$ cat config.mk
export PLATFORM = sky130hd
export DESIGN_NAME = burst2_sio_sram
export DESIGN_NICKNAME = d
export VERILOG_FILES = /design/src/rtl/b2_pkg.sv /design/src/rtl/b2_cmd_decode.sv /design/src/rtl/b2_lane_merge.sv /design/src/rtl/b2_read_pipe.sv /design/src/rtl/burst2_sio_sram.sv
export SDC_FILE = /design/constraint.sdc
export NUM_CORES = 2
export LEC_CHECK = 0
export BUFFER_PORTS_ARGS = -buffer_cell sky130_fd_sc_hd__buf_2
export CELL_PAD_IN_SITES_DETAIL_PLACEMENT = 1
export CELL_PAD_IN_SITES_GLOBAL_PLACEMENT = 1
export CORE_ASPECT_RATIO = 0.5
export CORE_UTILIZATION = 45
export DETAILED_ROUTE_END_ITERATION = 7
export PLACE_DENSITY_LB_ADDON = 0.1
export RECOVER_POWER = 100
export REMOVE_ABC_BUFFERS = 1
export SKIP_LAST_GASP = 1
export SYNTH_ARGS = -nofsm -noshare
export SYNTH_HDL_FRONTEND = slang
export SYNTH_SLANG_ARGS = --single-unit
$ cat constraint.sdc
create_clock -name clk -period 5.01 [get_ports clk]
set_clock_uncertainty 0.05 [all_clocks]
set_input_delay 1.002 -clock clk [delete_from_list [all_inputs] [get_ports clk]]
set_output_delay 1.002 -clock clk [all_outputs]
set_load 0.05 [all_outputs]
$ cat src/rtl/b2_pkg.sv
package b2_pkg;
   typedef enum logic [1:0] {
      OP_NONE  = 2'd0,
      OP_READ  = 2'd1,
      OP_WRITE = 2'd2
   } op_e;
endpackage

$ cat src/rtl/b2_cmd_decode.sv
module b2_cmd_decode
   import b2_pkg::*;
(
   input  logic ld_n,
   input  logic rd,
   output op_e  op
);
   // the direction bit only matters on a load
   always_comb begin
      if (ld_n)    op = OP_NONE;
      else if (rd) op = OP_READ;
      else         op = OP_WRITE;
   end
endmodule

$ cat src/rtl/b2_lane_merge.sv
module b2_lane_merge #(
   parameter int LANE_W = 9,
   parameter int LANES  = 4,
   localparam int W     = LANE_W * LANES
) (
   input  logic [W-1:0]     base,
   input  logic [W-1:0]     upd,
   input  logic [LANES-1:0] sel_n,
   output logic [W-1:0]     res
);
   // per-lane choice, active-low select
   for (genvar i = 0; i < LANES; i++) begin : g_lane
      assign res[i*LANE_W +: LANE_W] = sel_n[i] ? base[i*LANE_W +: LANE_W]
                                                : upd[i*LANE_W +: LANE_W];
   end
endmodule

$ cat src/rtl/b2_read_pipe.sv
module b2_read_pipe #(
   parameter int W     = 36,
   parameter int DEPTH = 2
) (
   input  logic         clk,
   input  logic         rst_n,
   input  logic         in_v,
   input  logic [W-1:0] in_q0,
   input  logic [W-1:0] in_q1,
   output logic         out_v,
   output logic [W-1:0] out_q0,
   output logic [W-1:0] out_q1
);
   logic         v_sr  [DEPTH];
   logic [W-1:0] q0_sr [DEPTH];
   logic [W-1:0] q1_sr [DEPTH];

   always_ff @(posedge clk or negedge rst_n) begin
      if (!rst_n) begin
         for (int i = 0; i < DEPTH; i++) begin
            v_sr[i]  <= 1'b0;
            q0_sr[i] <= '0;
            q1_sr[i] <= '0;
         end
      end else begin
         // data entering without a read is forced to zero
         v_sr[0]  <= in_v;
         q0_sr[0] <= in_v ? in_q0 : '0;
         q1_sr[0] <= in_v ? in_q1 : '0;
         for (int i = 1; i < DEPTH; i++) begin
            v_sr[i]  <= v_sr[i-1];
            q0_sr[i] <= q0_sr[i-1];
            q1_sr[i] <= q1_sr[i-1];
         end
      end
   end

   assign out_v  = v_sr[DEPTH-1];
   assign out_q0 = q0_sr[DEPTH-1];
   assign out_q1 = q1_sr[DEPTH-1];
endmodule

$ cat src/rtl/burst2_sio_sram.sv
module burst2_sio_sram
   import b2_pkg::*;
#(
   parameter int LANE_W   = 9,
   parameter int LANES    = 4,
   parameter int ADDR_W   = 5,
   parameter int RD_LAT   = 2,
   localparam int DATA_W  = LANE_W * LANES,
   localparam int PAIRS   = 1 << ADDR_W
) (
   input  logic              clk,
   input  logic              rst_n,
   input  logic              cmd_ld_n,
   input  logic              cmd_rd,
   input  logic [ADDR_W-1:0] cmd_addr,
   input  logic [DATA_W-1:0] wr_d0,
   input  logic [DATA_W-1:0] wr_d1,
   input  logic [LANES-1:0]  wr_sel0_n,
   input  logic [LANES-1:0]  wr_sel1_n,
   output logic [DATA_W-1:0] rd_q0,
   output logic [DATA_W-1:0] rd_q1,
   output logic              rd_valid,
   output logic              rd_oe
);
   if (LANE_W < 1 || LANES < 1) begin : g_bad_lanes
      $error("burst2_sio_sram: lane width and count must be positive");
   end
   if (RD_LAT < 1) begin : g_bad_lat
      $error("burst2_sio_sram: RD_LAT must be at least 1");
   end
   if (ADDR_W < 1 || ADDR_W > 12) begin : g_bad_addr
      $error("burst2_sio_sram: ADDR_W out of range");
   end

   op_e op;

   b2_cmd_decode u_dec (
      .ld_n (cmd_ld_n),
      .rd   (cmd_rd),
      .op   (op)
   );

   // storage: index 0 = even word (beat 0), index 1 = odd word (beat 1)
   logic [DATA_W-1:0] mem [0:1][0:PAIRS-1];

   // one-cycle write stage
   logic              pend_v;
   logic [ADDR_W-1:0] pend_addr;
   logic [DATA_W-1:0] pend_d   [2];
   logic [LANES-1:0]  pend_sel [2];

   always_ff @(posedge clk or negedge rst_n) begin
      if (!rst_n) begin
         pend_v      <= 1'b0;
         pend_addr   <= '0;
         pend_d[0]   <= '0;
         pend_d[1]   <= '0;
         pend_sel[0] <= '1;
         pend_sel[1] <= '1;
      end else begin
         pend_v <= (op == OP_WRITE);
         if (op == OP_WRITE) begin
            // address latched only on the loading edge
            pend_addr   <= cmd_addr;
            pend_d[0]   <= wr_d0;
            pend_d[1]   <= wr_d1;
            pend_sel[0] <= wr_sel0_n;
            pend_sel[1] <= wr_sel1_n;
         end
      end
   end

   // merged image of the staged pair, used to commit and to forward
   logic [DATA_W-1:0] commit_d [2];
   logic [DATA_W-1:0] rd_word  [2];
   logic              fwd_hit;

   assign fwd_hit = pend_v && (pend_addr == cmd_addr);

   for (genvar b = 0; b < 2; b++) begin : g_beat
      b2_lane_merge #(
         .LANE_W (LANE_W),
         .LANES  (LANES)
      ) u_merge (
         .base  (mem[b][pend_addr]),
         .upd   (pend_d[b]),
         .sel_n (pend_sel[b]),
         .res   (commit_d[b])
      );
      // a read behind a staged write sees the merged pair
      assign rd_word[b] = fwd_hit ? commit_d[b] : mem[b][cmd_addr];
   end

   always_ff @(posedge clk) begin
      if (pend_v) begin
         for (int b = 0; b < 2; b++) begin
            mem[b][pend_addr] <= commit_d[b];
         end
      end
   end

   logic pipe_v;

   b2_read_pipe #(
      .W     (DATA_W),
      .DEPTH (RD_LAT)
   ) u_rpipe (
      .clk    (clk),
      .rst_n  (rst_n),
      .in_v   (op == OP_READ),
      .in_q0  (rd_word[0]),
      .in_q1  (rd_word[1]),
      .out_v  (pipe_v),
      .out_q0 (rd_q0),
      .out_q1 (rd_q1)
   );

   // valid and driver enable travel together
   assign rd_valid = pipe_v;
   assign rd_oe    = pipe_v;
endmodule

======== After elaboration in Yosys (flattened, before gate mapping) ========
Memories as Yosys holds them, arrays and structs flattened.
Index checks and enable logic that the tools add are counted.
word-level totals
  register bits after elaboration ......... 232
  RAM bits ................................ 2304
  input port bits ......................... 89
  output and inout port bits .............. 74
  memories kept ........................... 1
cells by class
  order comparisons ....................... 3
  equality and inequality tests ........... 3
  muxes and demuxes ....................... 30
  bitwise logic cells ..................... 2
  reductions and logical operators ........ 2
memory list
  memory  depth  width  read ports  clocked after memory_dff  write ports  RTL line               RTL
  mem     2      1152   2           0                         2            burst2_sio_sram.sv:44  logic [DATA_W-1:0] mem [0:1][0:PAIRS-1];
operators with widths
  cell                  count
  $mux W1152            1
  $bmux W36 S5          4
  $mux W36              13
  $demux W36 S5         1
  $mux W9               8
  $ge A6 B6 Y1 const B  2
  $not A5 Y6            2
  $lt A6 B1 Y1 const B  1
  $eq A5 B5 Y1          1
  $mux W2               2
  $eq A2 B1 Y1 const B  1
  $eq A2 B2 Y1 const B  1
  $logic_and A1 B1 Y1   2
  $mux W1               1

======== Longest topological paths before layout ========
  depth after elaboration ................. 7
  mapped depth ............................ 12

======== Cells and area by module ========
A second synthesis with hierarchy kept.
second synthesis, totals
  cell total of the unflattened synthesis .. 5759
  area, all modules ....................... 113930.5 µm²
by module, submodules not included
  module           instances  cells each  area an instance (µm²)  seq. area each (µm²)
  burst2_sio_sram  1          5380        107972.3                71348.4
  b2_read_pipe     1          297         4769.6                  3653.5
  b2_lane_merge    2          40          585.6                   0.0
  b2_cmd_decode    1          2           17.5                    0.0

======== Worst setup path before layout ========
Ideal clock, no wire load.
  path type ............................... register to register
  from .................................... register pend_addr[0]
  to ...................................... memory mem[0][1000] (netlist bit) (enable)
  library setup time ...................... 0.503 ns
  arrival time ............................ 4.907 ns
  required time ........................... 4.457 ns
  path slack .............................. -0.449 ns
  stages on the path, launching flop included .. 10
  cells stage by stage .................... dfrtp_1 > buf_6 > buf_6 > buf_4 > buf_6 > buf_6 > buf_4 > or3b_2 > clkbuf_1 > nor2_1
RTL lines
  what                      RTL line               RTL
  start: declaration        burst2_sio_sram.sv:48  logic [ADDR_W-1:0] pend_addr;
  start signal: assignment  burst2_sio_sram.sv:64  pend_addr <= cmd_addr;
  end: declaration          burst2_sio_sram.sv:44

==> results.json <==
{
  "cts.path.max_buffers": 4,
  "ctsResizeCount": 0,
  "die_w_um": 717,
  "grt_max_degree": 87,
  "m1WireLength_um": 177000,
  "postLayoutCellArea_um2": 128000,
  "min_period_ps": 4750,
  "met2WireLength_um": 195000,
  "power.share.clock": 0.354,
  "violations": "capacitance limit, slew limit",
  "synth.distinct_cells": 78,
  "drt-initial-drc-count": 10300,
  "tns_ps": 0,
  "cts_inserted_buffers": 234,
  "crit_path_kind": "reg2reg",
  "detailroute.via_count": 70100,
  "detailedRoute.firstPassIterationCount": 6,
  "clock_tree.root_cell": "sky130_fd_sc_hd__clkbuf_16",
  "grt_use_total": 0.332,
  "hold_violations": 0,
  "die_area_um2": 258000,
  "antenna_found_initial": 20,
  "rsz0062_at_grt": "false",
  "cts_sinks": 2536,
  "power.density_cell_area_nw_per_um2": 406,
  "power.share.switching": 0.271,
  "cp.required_ps": 5100,
  "cts_setup_buffers": 0,
  "power.combinational.fraction": 0.154,
  "synth_edf_count": 2304,
  "post_layout_net_count": 6482,
  "syn-instance-count": 6203,
  "total_wirelength_of_the_detailed_routed_design_um": 431000,
  "slew_violations": 1497,
  "timing.slew.headroom": -1.84,
  "finalWeightedCongestion": 0.825,
  "post_place_cell_area_um2": 122000,
  "timing.critical_path.cells": "buf_12, nand3b_1, nor2_1, clkbuf_2",
  "post_layout_util": 0.507,
  "power.internal_mw": 37.9,
  "cp_max_fo": 37,
  "total_design_power_mw": 52.0,
  "dr.max_layer_used": "met5",
  "synth_seq_cells": 2536,
  "register_area_um2": 75000,
  "achievable-frequency_mhz": 211,
  "net_switching_power_mw": 14.1,
  "routed-wl-met3_um": 45000,
  "synth_area_per_cell_um2": 18.5,
  "final_antenna_net_count": 0,
  "clock_insertion_delay_worst_skew_ps": 920,
  "timing.critical_path.from_type": "register",
  "fillers": 22800,
  "r2r.worst_path.cells": 4,
  "multiInputGateArea_um2": 37200,
  "slew_at_the_pin_with_the_worst_max_slew_slack_ps": 4250,
  "floorplan.initialDensity": 0.455,
  "layout-drive-gt1-share": 0.281,
  "die_height_um": 359,
  "synth_area_um2": 115000,
  "globalRoute.totalOverflow": 0,
  "synth-seq-area-share": 0.652,
  "tritoncts": "done",
  "power.ir.vdd_worst_mv": 0.307,
  "floorplan.io_pins": 163,
  "cts_hold_buf": 0,
  "cap_violations": 44,
  "drc_violations_left": 0,
  "pwr-share-seq": 0.492,
  "run_status": "finished with violations",
  "vias_per_cell": 7.03,
  "place.detailed.hpwl_um": 240000,
  "endpoint_kind": "register",
  "floorplan.rows": 130,
  "finalSetupViolations": 0,
  "layout_worst_path_cycle_share": 0.948,
  "async_reset_ff_frac": 0.0915,
  "htree_num_levels": 4,
  "first_global_vias": 71700,
  "clkSlewWorstSetupHoldPaths_ps": 60,
  "leakagePower_nw": 42.5,
  "cpMaxStageDelayCell": "sky130_fd_sc_hd__dfrtp_2",
  "hold_path_class": "in2async",
  "fp.coreArea_um2": 253000,
  "grt_pass1_wl_um": 591000,
  "delay_of_the_slowest_cell_on_the_worst_path_ps": 1560,
  "synthFlopType": "sky130_fd_sc_hd__edfxtp_1",
  "yosys_warnings": 0,
  "drt-wirelength-per-cell_um": 43.3,
  "worst_ep_arrival_time_ps": 4840,
  "io_buffer_count": 162,
  "area_growth_syn_to_layout_pct": 11.4
}
worst max-delay path: cells and delay by family, from the launching register on:
kind / cells / cell delay [ps]
buffers and inverters: 2 / 1630
flip-flops: 1 / 1560
AND/OR/NAND/NOR: 2 / 580
metrics by stage:
step	setup WS, ps	hold WS [ps]	cells
3_3_place_gp	1010	282	9519
6_report	260	64.0	9964
5_1_grt	335	79.5	9959
3_5_place_dp	835	286	9519
4_1_cts	816	52.4	9953
2_1_floorplan	-27660	281	5654
state kept, by name, summed over array words and instances (netlist names):
| register | flops |
|---|---|
| pend_sel | 8 |
| u_rpipe.q1_sr | 36 |
| pend_v | 1 |
| pend_addr | 5 |
| u_rpipe.out_v | 1 |
| u_rpipe.v_sr | 1 |
| u_rpipe.out_q0 | 36 |
| pend_d | 72 |
| mem | 2304 |
| u_rpipe.out_q1 | 36 |
| u_rpipe.q0_sr | 36 |
placed cells by master, fill, tap and decap left out, types with 26 or more instances in the layout:
cell / Yosys / layout
sky130_fd_sc_hd__edfxtp_1: 2304 / 2304
sky130_fd_sc_hd__mux4_2: 897 / 897
sky130_fd_sc_hd__mux2i_1: 704 / 704
sky130_fd_sc_hd__clkbuf_16: 0 / 244
sky130_fd_sc_hd__dfrtp_1: 224 / 219
sky130_fd_sc_hd__nand2_1: 187 / 187
sky130_fd_sc_hd__nor2_1: 200 / 183
sky130_fd_sc_hd__a22oi_1: 180 / 180
sky130_fd_sc_hd__buf_4: 186 / 171
sky130_fd_sc_hd__clkbuf_1: 158 / 159
sky130_fd_sc_hd__o22ai_1: 121 / 120
sky130_fd_sc_hd__mux2_2: 104 / 104
sky130_fd_sc_hd__nand3_1: 96 / 96
sky130_fd_sc_hd__buf_2: 148 / 90
sky130_fd_sc_hd__o21ai_0: 81 / 81
sky130_fd_sc_hd__buf_12: 0 / 64
sky130_fd_sc_hd__nor3_1: 63 / 62
sky130_fd_sc_hd__a21oi_1: 64 / 62
sky130_fd_sc_hd__a22o_1: 52 / 52
sky130_fd_sc_hd__clkbuf_2: 0 / 45
sky130_fd_sc_hd__clkinv_2: 0 / 44
sky130_fd_sc_hd__a211oi_1: 36 / 36
sky130_fd_sc_hd__a221oi_1: 30 / 33
sky130_fd_sc_hd__clkinv_1: 2 / 33
sky130_fd_sc_hd__a31oi_1: 60 / 31
sky130_fd_sc_hd__clkbuf_8: 0 / 29
sky130_fd_sc_hd__a31oi_2: 0 / 28
sky130_fd_sc_hd__clkbuf_4: 0 / 26
final timing paths:
kind	endpoint	start	slack, ps
worst min register to register	u_rpipe.out_q0[17]	u_rpipe.q0_sr[53]	300
worst max register to register	mem[0][520]	pend_addr[1]	260
worst max-delay path	mem[0][520]	pend_addr[1]	260
max in group asynchronous	pend_addr[1]	rst_n	1420
min in group clk	pend_d[11]	wr_d1[11]	260
worst min-delay path	u_rpipe.out_q0[9]	rst_n	60
cell families after synthesis:
family / count (synthesis) / synth area share
XOR/XNOR: 5 / 0.000381
buffers and inverters: 556 / 0.0273
flip-flops: 2536 / 0.652
AND/OR/NAND/NOR: 655 / 0.0264
multiplexers: 1705 / 0.247
AO/OA/AOI/OAI: 746 / 0.0462
cell usage after synthesis (17+ instances only):
cell type / count / area, um2
sky130_fd_sc_hd__mux2i_1: 704 / 7050
sky130_fd_sc_hd__buf_4: 186 / 1400
sky130_fd_sc_hd__and2_1: 20 / 125
sky130_fd_sc_hd__nor2b_1: 18 / 113
sky130_fd_sc_hd__nand3_1: 96 / 480
sky130_fd_sc_hd__nor3_1: 63 / 315
sky130_fd_sc_hd__nand2_1: 187 / 702
sky130_fd_sc_hd__edfxtp_1: 2304 / 69200
sky130_fd_sc_hd__a21oi_1: 64 / 320
sky130_fd_sc_hd__dfrtp_1: 224 / 5610
sky130_fd_sc_hd__mux2_2: 104 / 1170
sky130_fd_sc_hd__o22ai_1: 121 / 757
sky130_fd_sc_hd__a22o_1: 52 / 455
sky130_fd_sc_hd__a311oi_1: 17 / 149
sky130_fd_sc_hd__clkbuf_1: 158 / 593
sky130_fd_sc_hd__buf_1: 35 / 131
sky130_fd_sc_hd__o21ai_0: 81 / 405
sky130_fd_sc_hd__a31oi_1: 60 / 375
sky130_fd_sc_hd__a22oi_1: 180 / 1350
sky130_fd_sc_hd__buf_2: 148 / 741
sky130_fd_sc_hd__buf_6: 22 / 248
sky130_fd_sc_hd__a211oi_1: 36 / 270
sky130_fd_sc_hd__mux4_2: 897 / 20200
sky130_fd_sc_hd__a221oi_1: 30 / 263
sky130_fd_sc_hd__nor2_1: 200 / 751
power by group through the flow:
stage / clock network [mW] / logic (mW) / registers, mW
after floorplan: 0 / 6.22 / 26.3
after global placement: 0 / 7.75 / 26.0
after detailed placement: 0 / 7.99 / 26.0
after CTS: 18.6 / 8.01 / 25.6
after global routing: 19.3 / 8.36 / 25.6
final: 18.4 / 8.00 / 25.6
area by class of cell:
class                   instances  area share
multi-input cells            3111       0.291
inverters                       7    0.000264
well taps                    3366      0.0329
flip-flops and latches       2536       0.586
repair buffers                503      0.0307
diodes                          7    0.000137
clock buffers                 333      0.0525
clock inverters               101     0.00698
per-layer routing:
metal  global-route usage  up-vias
met3               0.0696      810
met4               0.0940        8
met5                    0        -
met2                0.505     4163
li1                     -    26400
met1                0.487    38700
No activity file was read; power rests on OpenSTA's default activity.
